File: src/rtl/led_cond_pkg.sv
package led_cond_pkg;
  localparam int NUM_SRC = 16;
  localparam int SEL_W   = $clog2(NUM_SRC);
  localparam int NUM_LED = 2;
  localparam logic [15:0] CFG_DEFAULT = 16'h0923;
  localparam logic [15:0] CFG_MASK    = 16'h0FFF;

  typedef struct packed {
    logic             stretch_dis;
    logic             blink_dis;
    logic [SEL_W-1:0] sel;
  } led_cfg_t;

  localparam int CFG_W = $bits(led_cfg_t);
endpackage

File: src/rtl/led_cfg_reg.sv
module led_cfg_reg
  import led_cond_pkg::*;
(
  input  logic        clk_i,
  input  logic        rst_ni,
  input  logic        sw_rst_i,
  input  logic        we_i,
  input  logic [15:0] wdata_i,
  output logic [15:0] rdata_o,
  output led_cfg_t    cfg_o [NUM_LED]
);
  logic [15:0] cfg_q;

  always_ff @(posedge clk_i or negedge rst_ni) begin
    if (!rst_ni)       cfg_q <= CFG_DEFAULT;
    else if (sw_rst_i) cfg_q <= CFG_DEFAULT;
    else if (we_i)     cfg_q <= wdata_i & CFG_MASK;
  end

  assign rdata_o = cfg_q;

  for (genvar g = 0; g < NUM_LED; g++) begin : g_cfg
    assign cfg_o[g] = led_cfg_t'(cfg_q[g*CFG_W +: CFG_W]);
  end

  a_r2_write_lands: assert property (@(posedge clk_i) disable iff (!rst_ni)
    we_i && !sw_rst_i |=> rdata_o == ($past(wdata_i) & CFG_MASK));
  a_r3_swrst_wins: assert property (@(posedge clk_i) disable iff (!rst_ni)
    sw_rst_i |=> rdata_o == CFG_DEFAULT);
endmodule

File: src/rtl/led_prescaler.sv
module led_prescaler #(
  parameter int BLINK_LOG2 = 4
) (
  input  logic clk_i,
  input  logic rst_ni,
  output logic phase_o
);
  logic [BLINK_LOG2-1:0] cnt_q;

  always_ff @(posedge clk_i or negedge rst_ni) begin
    if (!rst_ni) cnt_q <= '0;
    else         cnt_q <= cnt_q + 1'b1;
  end

  assign phase_o = cnt_q[BLINK_LOG2-1];

  a_r8_phase_flips: assert property (@(posedge clk_i) disable iff (!rst_ni)
    (&cnt_q) |=> (phase_o != $past(phase_o)));
endmodule

File: src/rtl/led_channel.sv
module led_channel
  import led_cond_pkg::*;
#(
  parameter int STRETCH_CYC = 6
) (
  input  logic               clk_i,
  input  logic               rst_ni,
  input  led_cfg_t           cfg_i,
  input  logic [NUM_SRC-1:0] status_i,
  input  logic               phase_i,
  output logic               led_o
);
  localparam int CW = $clog2(STRETCH_CYC + 1);

  logic          raw, bypass, sync1_q, sync2_q, act;
  logic [CW-1:0] hold_q;

  assign raw    = status_i[cfg_i.sel];
  assign bypass = cfg_i.blink_dis & cfg_i.stretch_dis;

  always_ff @(posedge clk_i or negedge rst_ni) begin
    if (!rst_ni) begin
      sync1_q <= 1'b0;
      sync2_q <= 1'b0;
    end else begin
      sync1_q <= raw;
      sync2_q <= sync1_q;
    end
  end

  // hold counter runs regardless of mode so enabling stretch is seamless
  always_ff @(posedge clk_i or negedge rst_ni) begin
    if (!rst_ni)             hold_q <= '0;
    else if (sync2_q)        hold_q <= CW'(STRETCH_CYC);
    else if (hold_q != '0)   hold_q <= hold_q - 1'b1;
  end

  assign act   = cfg_i.stretch_dis ? sync2_q : (sync2_q | (hold_q != '0));
  assign led_o = bypass ? raw : (cfg_i.blink_dis ? act : (act & phase_i));

  a_r7_stretch_covers_fall: assert property (@(posedge clk_i) disable iff (!rst_ni)
    !cfg_i.stretch_dis && $fell(sync2_q) |-> act);
  a_r8_blink_dark_phase: assert property (@(posedge clk_i) disable iff (!rst_ni)
    !bypass && !cfg_i.blink_dis && !phase_i |-> !led_o);
  a_r10_idle_dark: assert property (@(posedge clk_i) disable iff (!rst_ni)
    !bypass && !act |-> !led_o);
endmodule

File: src/rtl/led_conditioner.sv
module led_conditioner
  import led_cond_pkg::*;
#(
  parameter int BLINK_LOG2  = 4,
  parameter int STRETCH_CYC = 6
) (
  input  logic        clk_i,
  input  logic        rst_ni,
  input  logic        sw_rst_i,
  input  logic        reg_we_i,
  input  logic [15:0] reg_wdata_i,
  output logic [15:0] reg_rdata_o,
  input  logic [15:0] status_i,
  output logic        led_fast_o,
  output logic        led_gig_o
);
  led_cfg_t           cfg [NUM_LED];
  logic               phase;
  logic [NUM_LED-1:0] led;

  led_cfg_reg u_reg (
    .clk_i   (clk_i),
    .rst_ni  (rst_ni),
    .sw_rst_i(sw_rst_i),
    .we_i    (reg_we_i),
    .wdata_i (reg_wdata_i),
    .rdata_o (reg_rdata_o),
    .cfg_o   (cfg)
  );

  led_prescaler #(.BLINK_LOG2(BLINK_LOG2)) u_pre (
    .clk_i  (clk_i),
    .rst_ni (rst_ni),
    .phase_o(phase)
  );

  for (genvar g = 0; g < NUM_LED; g++) begin : g_led
    led_channel #(.STRETCH_CYC(STRETCH_CYC)) u_ch (
      .clk_i   (clk_i),
      .rst_ni  (rst_ni),
      .cfg_i   (cfg[g]),
      .status_i(status_i),
      .phase_i (phase),
      .led_o   (led[g])
    );
  end

  assign led_fast_o = led[0];
  assign led_gig_o  = led[1];
endmodule

File: config.mk
export PLATFORM = sky130hd
export DESIGN_NAME = led_conditioner
export DESIGN_NICKNAME = d
export VERILOG_FILES = /design/src/rtl/led_cond_pkg.sv /design/src/rtl/led_cfg_reg.sv /design/src/rtl/led_prescaler.sv /design/src/rtl/led_channel.sv /design/src/rtl/led_conditioner.sv
export SDC_FILE = /design/constraint.sdc
export NUM_CORES = 1
export LEC_CHECK = 0
export BUFFER_PORTS_ARGS = -buffer_cell sky130_fd_sc_hd__buf_2
export CAP_MARGIN = 15
export CORE_MARGIN = 10
export CORE_UTILIZATION = 40
export CTS_CLUSTER_DIAMETER = 100
export DETAILED_ROUTE_END_ITERATION = 10
export PLACE_DENSITY = 0.72
export SLEW_MARGIN = 40
export SYNTH_ARGS = -nofsm -noshare
export SYNTH_HDL_FRONTEND = slang
export SYNTH_SLANG_ARGS = --single-unit
File: constraint.sdc
create_clock -name clk_i -period 3.8 [get_ports clk_i]
set_input_delay 0.19 -clock clk_i [delete_from_list [all_inputs] [get_ports clk_i]]
set_output_delay 0.19 -clock clk_i [all_outputs]
set_load 0.05 [all_outputs]
; After elaboration in Yosys (flattened, before gate mapping)
; Index checks and enable logic that the tools add are counted.
[op_classes]
n_addsub = 3
n_lt_le_gt_ge = 2
n_mux = 16
bitwise = 6
n_reduce_logical = 5
[ops]
columns = op, n
row1 = 16-bit 2-to-1 mux, 2
row2 = 3-bit 2-to-1 mux, 4
row3 = 4-bit by 5-bit < comparator with 1-bit output (second input constant), 2
row4 = 1-bit binary-select mux with 4-bit select, 2
row5 = 1-bit 2-to-1 mux, 8
row6 = 2-bit nonzero test, 3
row7 = 3-bit nonzero test, 2
row8 = 3-bit by 1-bit subtractor with 3-bit output (second input constant), 2
row9 = 4-bit by 1-bit adder with 4-bit output (second input constant), 1
row10 = 1-bit AND, 4
row11 = 1-bit OR, 2
[word_totals]
regBits = 30
in_bits = 36
output_inout_bits = 18
elab_cells = 40

; Depth between registers and ports, before layout
[logic_depth]
word_depth = 6
depth_mapped = 6

; Hierarchy
; From an unflattened synthesis, not the netlist that was laid out.
[hier_totals]
hier_cells = 128
area_unflattened_um2 = 1524.0
[modules_own_cells]
columns = module, instances, cells_per_inst, area_each_um2, seq_area_each_um2
row1 = led_channel, 2, 32, 380.4, 125.1
row2 = led_cfg_reg, 1, 55, 624.3, 306.5
row3 = led_prescaler, 1, 9, 138.9, 100.1

; Least setup slack after synthesis
; OpenSTA, ideal clock, no wires.
[synth_timing]
path_type = register to output
from = register u_reg.cfg_q[7] (netlist: u_reg.rdata_o[7])
to = output led_gig_o
t_arrival_ps = 2173
path_slack_ps = 1437
path_stages_with_launch = 5
path_cell_list = dfrtp_1 -> buf_6 -> mux4_1 -> mux4_2 -> o21a_1
[synth_via]
elab_chain_len = 3
[synth_rtl]
columns = element, line
row1 = from (decl), led_cfg_reg.sv:12  ; logic [15:0] cfg_q;
row2 = from (signal assigned), led_cfg_reg.sv:17  ; else if (we_i) cfg_q <= wdata_i & CFG_MASK;
row3 = 1-bit binary-select mux with 4-bit select, led_channel.sv:18  ; assign raw = status_i[cfg_i.sel];
row4 = 1-bit 2-to-1 mux (not written as such), led_channel.sv:18
row5 = named net g_led[1].u_ch.raw, led_channel.sv:15  ; logic raw, bypass, sync1_q, sync2_q, act;
row6 = 1-bit 2-to-1 mux, led_channel.sv:39  ; assign led_o = bypass ? raw : (cfg_i.blink_dis ? act : (act & phase_i));
row7 = to (decl), led_conditioner.sv:15  ; output logic led_gig_o
; The timed path passes the listed nets, and every way through them passes these cells. The select of a mux whose other input is x is not followed.

; Worst setup path after layout
; Ends and elaborated chain as after synthesis.

==> impl_metrics.prom <==
# TYPE chip_impl_metric gauge
chip_impl_info{name="result_of_the_run",value="complete, no violations"} 1
chip_impl_metric{name="fmaxAchievable",unit="MHz"} 397
chip_impl_metric{name="seq_area_frac_synth",unit="%"} 46.9
chip_impl_metric{name="drt_via_density",unit=""} 5.01
chip_impl_metric{name="p_total",unit="µW"} 748
chip_impl_metric{name="place.gp.congestion",unit=""} 0.751
chip_impl_metric{name="insertion_delay",unit="ps"} 320
chip_impl_metric{name="crit_required",unit="ps"} 3610
chip_impl_info{name="worst_hold_path.endpoint",value="u_reg.rdata_o[5]"} 1
chip_impl_metric{name="place_area",unit="µm²"} 1640
chip_impl_metric{name="setup_violations_final",unit=""} 0
chip_impl_metric{name="design.portCount",unit=""} 54
chip_impl_metric{name="floorplan.die.height",unit="µm"} 79.2
chip_impl_metric{name="worst-path-max-fanout",unit=""} 6
chip_impl_info{name="grt_setup_unrepaired",value="no"} 1
chip_impl_info{name="cts.root.buffer_cell",value="sky130_fd_sc_hd__clkbuf_4"} 1
chip_impl_metric{name="fin_crit_sh",unit="%"} 66.3
chip_impl_info{name="rr_endpoint",value="g_led[1].u_ch.sync1_q"} 1
chip_impl_metric{name="avgRoutedWirePerCell",unit="µm"} 15.9
chip_impl_metric{name="antenna_left",unit=""} 0
chip_impl_metric{name="stdcell_area",unit="µm²"} 1700
chip_impl_metric{name="htreeDepth",unit=""} 1
chip_impl_metric{name="finalSetupTns",unit="ps"} 0
chip_impl_metric{name="worstHoldPathCells",unit=""} 2
chip_impl_metric{name="initial_utilization",unit="%"} 41.7
chip_impl_metric{name="grt_first_pass_wirelength",unit="µm"} 5510
chip_impl_metric{name="synth_area_per_cell",unit="µm²"} 12.4
chip_impl_metric{name="first_global_vias",unit=""} 1151
chip_impl_metric{name="postCtsSetupBuffers",unit=""} 0
chip_impl_metric{name="dp_hpwl",unit="µm"} 2640
chip_impl_info{name="worstSetupEndpointType",value="output pin"} 1
chip_impl_metric{name="clock_buffers_created_by_tritoncts",unit=""} 3
chip_impl_metric{name="die_width",unit="µm"} 79.2
chip_impl_metric{name="post_synth_inst_count",unit=""} 113
chip_impl_metric{name="static-leakage-power",unit="µW"} 0.000848
chip_impl_metric{name="arrival",unit="ps"} 2330
chip_impl_metric{name="final_net_count",unit=""} 200
chip_impl_metric{name="finalWorstPathRequiredPeriod",unit="ps"} 2520
chip_impl_info{name="holdCritPathClass",value="in -> reg"} 1
chip_impl_metric{name="routed-via-count",unit=""} 1022
chip_impl_metric{name="grt_start_max_net_pins",unit=""} 27
chip_impl_metric{name="finalHoldViolations",unit=""} 0
chip_impl_metric{name="clock_sinks",unit=""} 26
chip_impl_metric{name="maxCapViolations",unit=""} 0
chip_impl_metric{name="die_area",unit="µm²"} 6270
chip_impl_metric{name="antenna_found_initial",unit=""} 0
chip_impl_metric{name="cts.reportedPaths.clkPinSlew",unit="ps"} 140
chip_impl_metric{name="utilization",unit="%"} 50.7
chip_impl_metric{name="n_antenna_cell",unit=""} 0
chip_impl_metric{name="numPortBuffers",unit=""} 45
chip_impl_metric{name="pwr_cell_area",unit="nW/µm²"} 439
chip_impl_metric{name="placementRows",unit=""} 21
chip_impl_metric{name="core_box_area",unit="µm²"} 3360
chip_impl_metric{name="areaGrowthSynthToFinish",unit="%"} 21.6
chip_impl_metric{name="vdd.ir_drop.worst",unit="V"} 0.000158
chip_impl_metric{name="grt_util_all_layers",unit="%"} 10.9
chip_impl_info{name="min-delay-start",value="reg_wdata_i[5]"} 1
chip_impl_metric{name="yosys_warnings",unit=""} 0
chip_impl_metric{name="ff2ff_path_depth",unit=""} 2
chip_impl_metric{name="drt_pre_antenna_iters",unit=""} 4
chip_impl_metric{name="finalMaxSlewViolations",unit=""} 0
chip_impl_metric{name="ys_seq_elements",unit=""} 26
chip_impl_metric{name="netlist_area",unit="µm²"} 1400
chip_impl_metric{name="timing_worst_slew_pin_value",unit="ps"} 574
chip_impl_info{name="crit-reg2reg-launch",value="u_reg.rdata_o[7]"} 1
chip_impl_metric{name="clock_path_buffers",unit=""} 2
chip_impl_info{name="tritoncts",value="built"} 1
chip_impl_info{name="worstSetupStartpointType",value="flop"} 1
chip_impl_metric{name="synth.lib_cells_used.distinct",unit=""} 26
chip_impl_metric{name="drt-initial-drc-count",unit=""} 19
chip_impl_metric{name="rrSetupSlack",unit="ps"} 2070
chip_impl_info{name="timing_worst_setup_path_type",value="reg -> out"} 1
chip_impl_metric{name="clock_skew",unit="ps"} 2.95
chip_impl_metric{name="route.final.wire_length",unit="µm"} 3240
chip_impl_metric{name="grt_residual_overflow",unit=""} 0
chip_impl_metric{name="nFillCells",unit=""} 323
chip_impl_metric{name="max_slew_margin",unit="%"} 61.7
chip_impl_metric{name="layout-drive-gt1-share",unit="%"} 38.0
chip_impl_metric{name="drt_drc_violations_left",unit=""} 0
==> worst max-delay path by stage <==
stage                            to              from  slack (ps)
after floorplan           led_gig_o  u_reg.rdata_o[7]        1440
after global placement    led_gig_o  u_reg.rdata_o[7]        1660
after detailed placement  led_gig_o  u_reg.rdata_o[7]        1640
after CTS                 led_gig_o  u_reg.rdata_o[7]        1250
after global routing      led_gig_o  u_reg.rdata_o[7]        1170
final                     led_gig_o  u_reg.rdata_o[7]        1280
==> report_power, final <==
group	internal, µW	switching, µW
Clock	107	81.2
Combinational	88.6	121
Sequential	319	31.2
==> cell type report <==
type / count / area [µm²] / area share (%)
Clock buffer: 3 / 22.5 / 1.32
Clock inverter: 1 / 30.0 / 1.76
Inverter: 7 / 26.3 / 1.54
Multi-Input combinational cell: 75 / 676 / 39.6
Sequential cell: 26 / 657 / 38.5
Tap cell: 46 / 57.6 / 3.38
Timing Repair Buffer: 46 / 235 / 13.8
==> logic make-up after synthesis <==
kind of cell	share of synthesized area, %
simple gates	8.13
fa+ha+maj	4.46
xor+xnor	2.50
buf+inv	5.71
flops	46.9
compound gates	8.30
mux	23.8
other cells	0.268
==> routing by layer <==
layer	up-vias	routed length, µm	track usage [%]
li1	482	-	-
met1	493	1560	14.2
met2	43	1450	16.3
met3	4	190	3.27
met4	0	38	4.30
met5	-	0	0
==> Yosys cell counts <==
master	instances	area [µm²]
sky130_fd_sc_hd__a21oi_1	4	20.0
sky130_fd_sc_hd__dfrtp_1	21	526
sky130_fd_sc_hd__o31ai_1	2	15.0
sky130_fd_sc_hd__mux2_2	1	11.3
sky130_fd_sc_hd__mux2i_1	13	130
sky130_fd_sc_hd__o21ai_0	1	5.00
sky130_fd_sc_hd__o22a_1	1	8.76
sky130_fd_sc_hd__buf_6	1	11.3
sky130_fd_sc_hd__o21a_1	2	15.0
sky130_fd_sc_hd__ha_1	5	62.6
sky130_fd_sc_hd__nor2b_1	6	37.5
sky130_fd_sc_hd__conb_1	1	3.75
sky130_fd_sc_hd__mux4_1	3	78.8
sky130_fd_sc_hd__xnor2_1	3	26.3
sky130_fd_sc_hd__buf_2	1	5.00
sky130_fd_sc_hd__xor2_1	1	8.76
sky130_fd_sc_hd__buf_4	4	30.0
sky130_fd_sc_hd__dfstp_2	5	131
sky130_fd_sc_hd__mux4_2	5	113
sky130_fd_sc_hd__clkbuf_1	2	7.51
sky130_fd_sc_hd__nor2_1	11	41.3
sky130_fd_sc_hd__nand2_1	3	11.3
sky130_fd_sc_hd__a211o_1	6	52.6
sky130_fd_sc_hd__nand2b_1	3	18.8
sky130_fd_sc_hd__nand3_1	1	5.00
sky130_fd_sc_hd__inv_1	7	26.3
==> critical path, stage by stage (launching register included) <==
cell and delay [ps]:
sky130_fd_sc_hd__dfrtp_1 520, sky130_fd_sc_hd__mux4_1 600, sky130_fd_sc_hd__mux4_2 490, sky130_fd_sc_hd__o21a_1 200, sky130_fd_sc_hd__buf_2 210
==> stage by stage <==
stage | worst slack (ps) | hold WS, ps | instances
4_1_cts | 1250 | 61.2 | 204
6_report | 1280 | 75.5 | 204
2_1_floorplan | 1440 | -106 | 116
5_1_grt | 1170 | 46.0 | 204
3_3_place_gp | 1660 | 207 | 199
3_5_place_dp | 1640 | 220 | 199
==> cells in the final DEF (no fill, tap or decap) <==
cell type	synthesis	final
sky130_fd_sc_hd__nand2b_1	3	3
sky130_fd_sc_hd__mux4_2	5	5
sky130_fd_sc_hd__mux2_2	1	1
sky130_fd_sc_hd__nor2b_1	6	6
sky130_fd_sc_hd__a21oi_1	4	4
sky130_fd_sc_hd__bufinv_16	0	1
sky130_fd_sc_hd__conb_1	1	4
sky130_fd_sc_hd__nand2_1	3	3
sky130_fd_sc_hd__xnor2_1	3	3
sky130_fd_sc_hd__mux4_1	3	3
sky130_fd_sc_hd__o21ai_0	1	1
sky130_fd_sc_hd__mux2i_1	13	13
sky130_fd_sc_hd__ha_1	5	5
sky130_fd_sc_hd__inv_1	7	7
sky130_fd_sc_hd__dlygate4sd3_1	0	1
sky130_fd_sc_hd__o21a_1	2	2
sky130_fd_sc_hd__buf_2	1	45
sky130_fd_sc_hd__dfstp_2	5	5
sky130_fd_sc_hd__dfrtp_1	21	21
sky130_fd_sc_hd__nand3_1	1	1
sky130_fd_sc_hd__nor2_1	11	11
sky130_fd_sc_hd__xor2_1	1	1
sky130_fd_sc_hd__clkbuf_4	0	3
sky130_fd_sc_hd__a211o_1	6	6
sky130_fd_sc_hd__o31ai_1	2	2
sky130_fd_sc_hd__o22a_1	1	1
==> state kept, by name, indices dropped and copies added, names as in the netlist <==
signal and flops:
g_led.u_ch.sync2_q 2, g_led.u_ch.sync1_q 2, u_reg.rdata_o 12, g_led.u_ch.hold_q 6, u_pre.cnt_q 4
==> repair_timing <==
item	CTS	global route
hold buffers	1	0
endpoints found under the hold margin	21	0
setup endpoints to repair	0	0
gates resized for setup	0	0
Note: power is estimated with default switching activity, not from simulation.
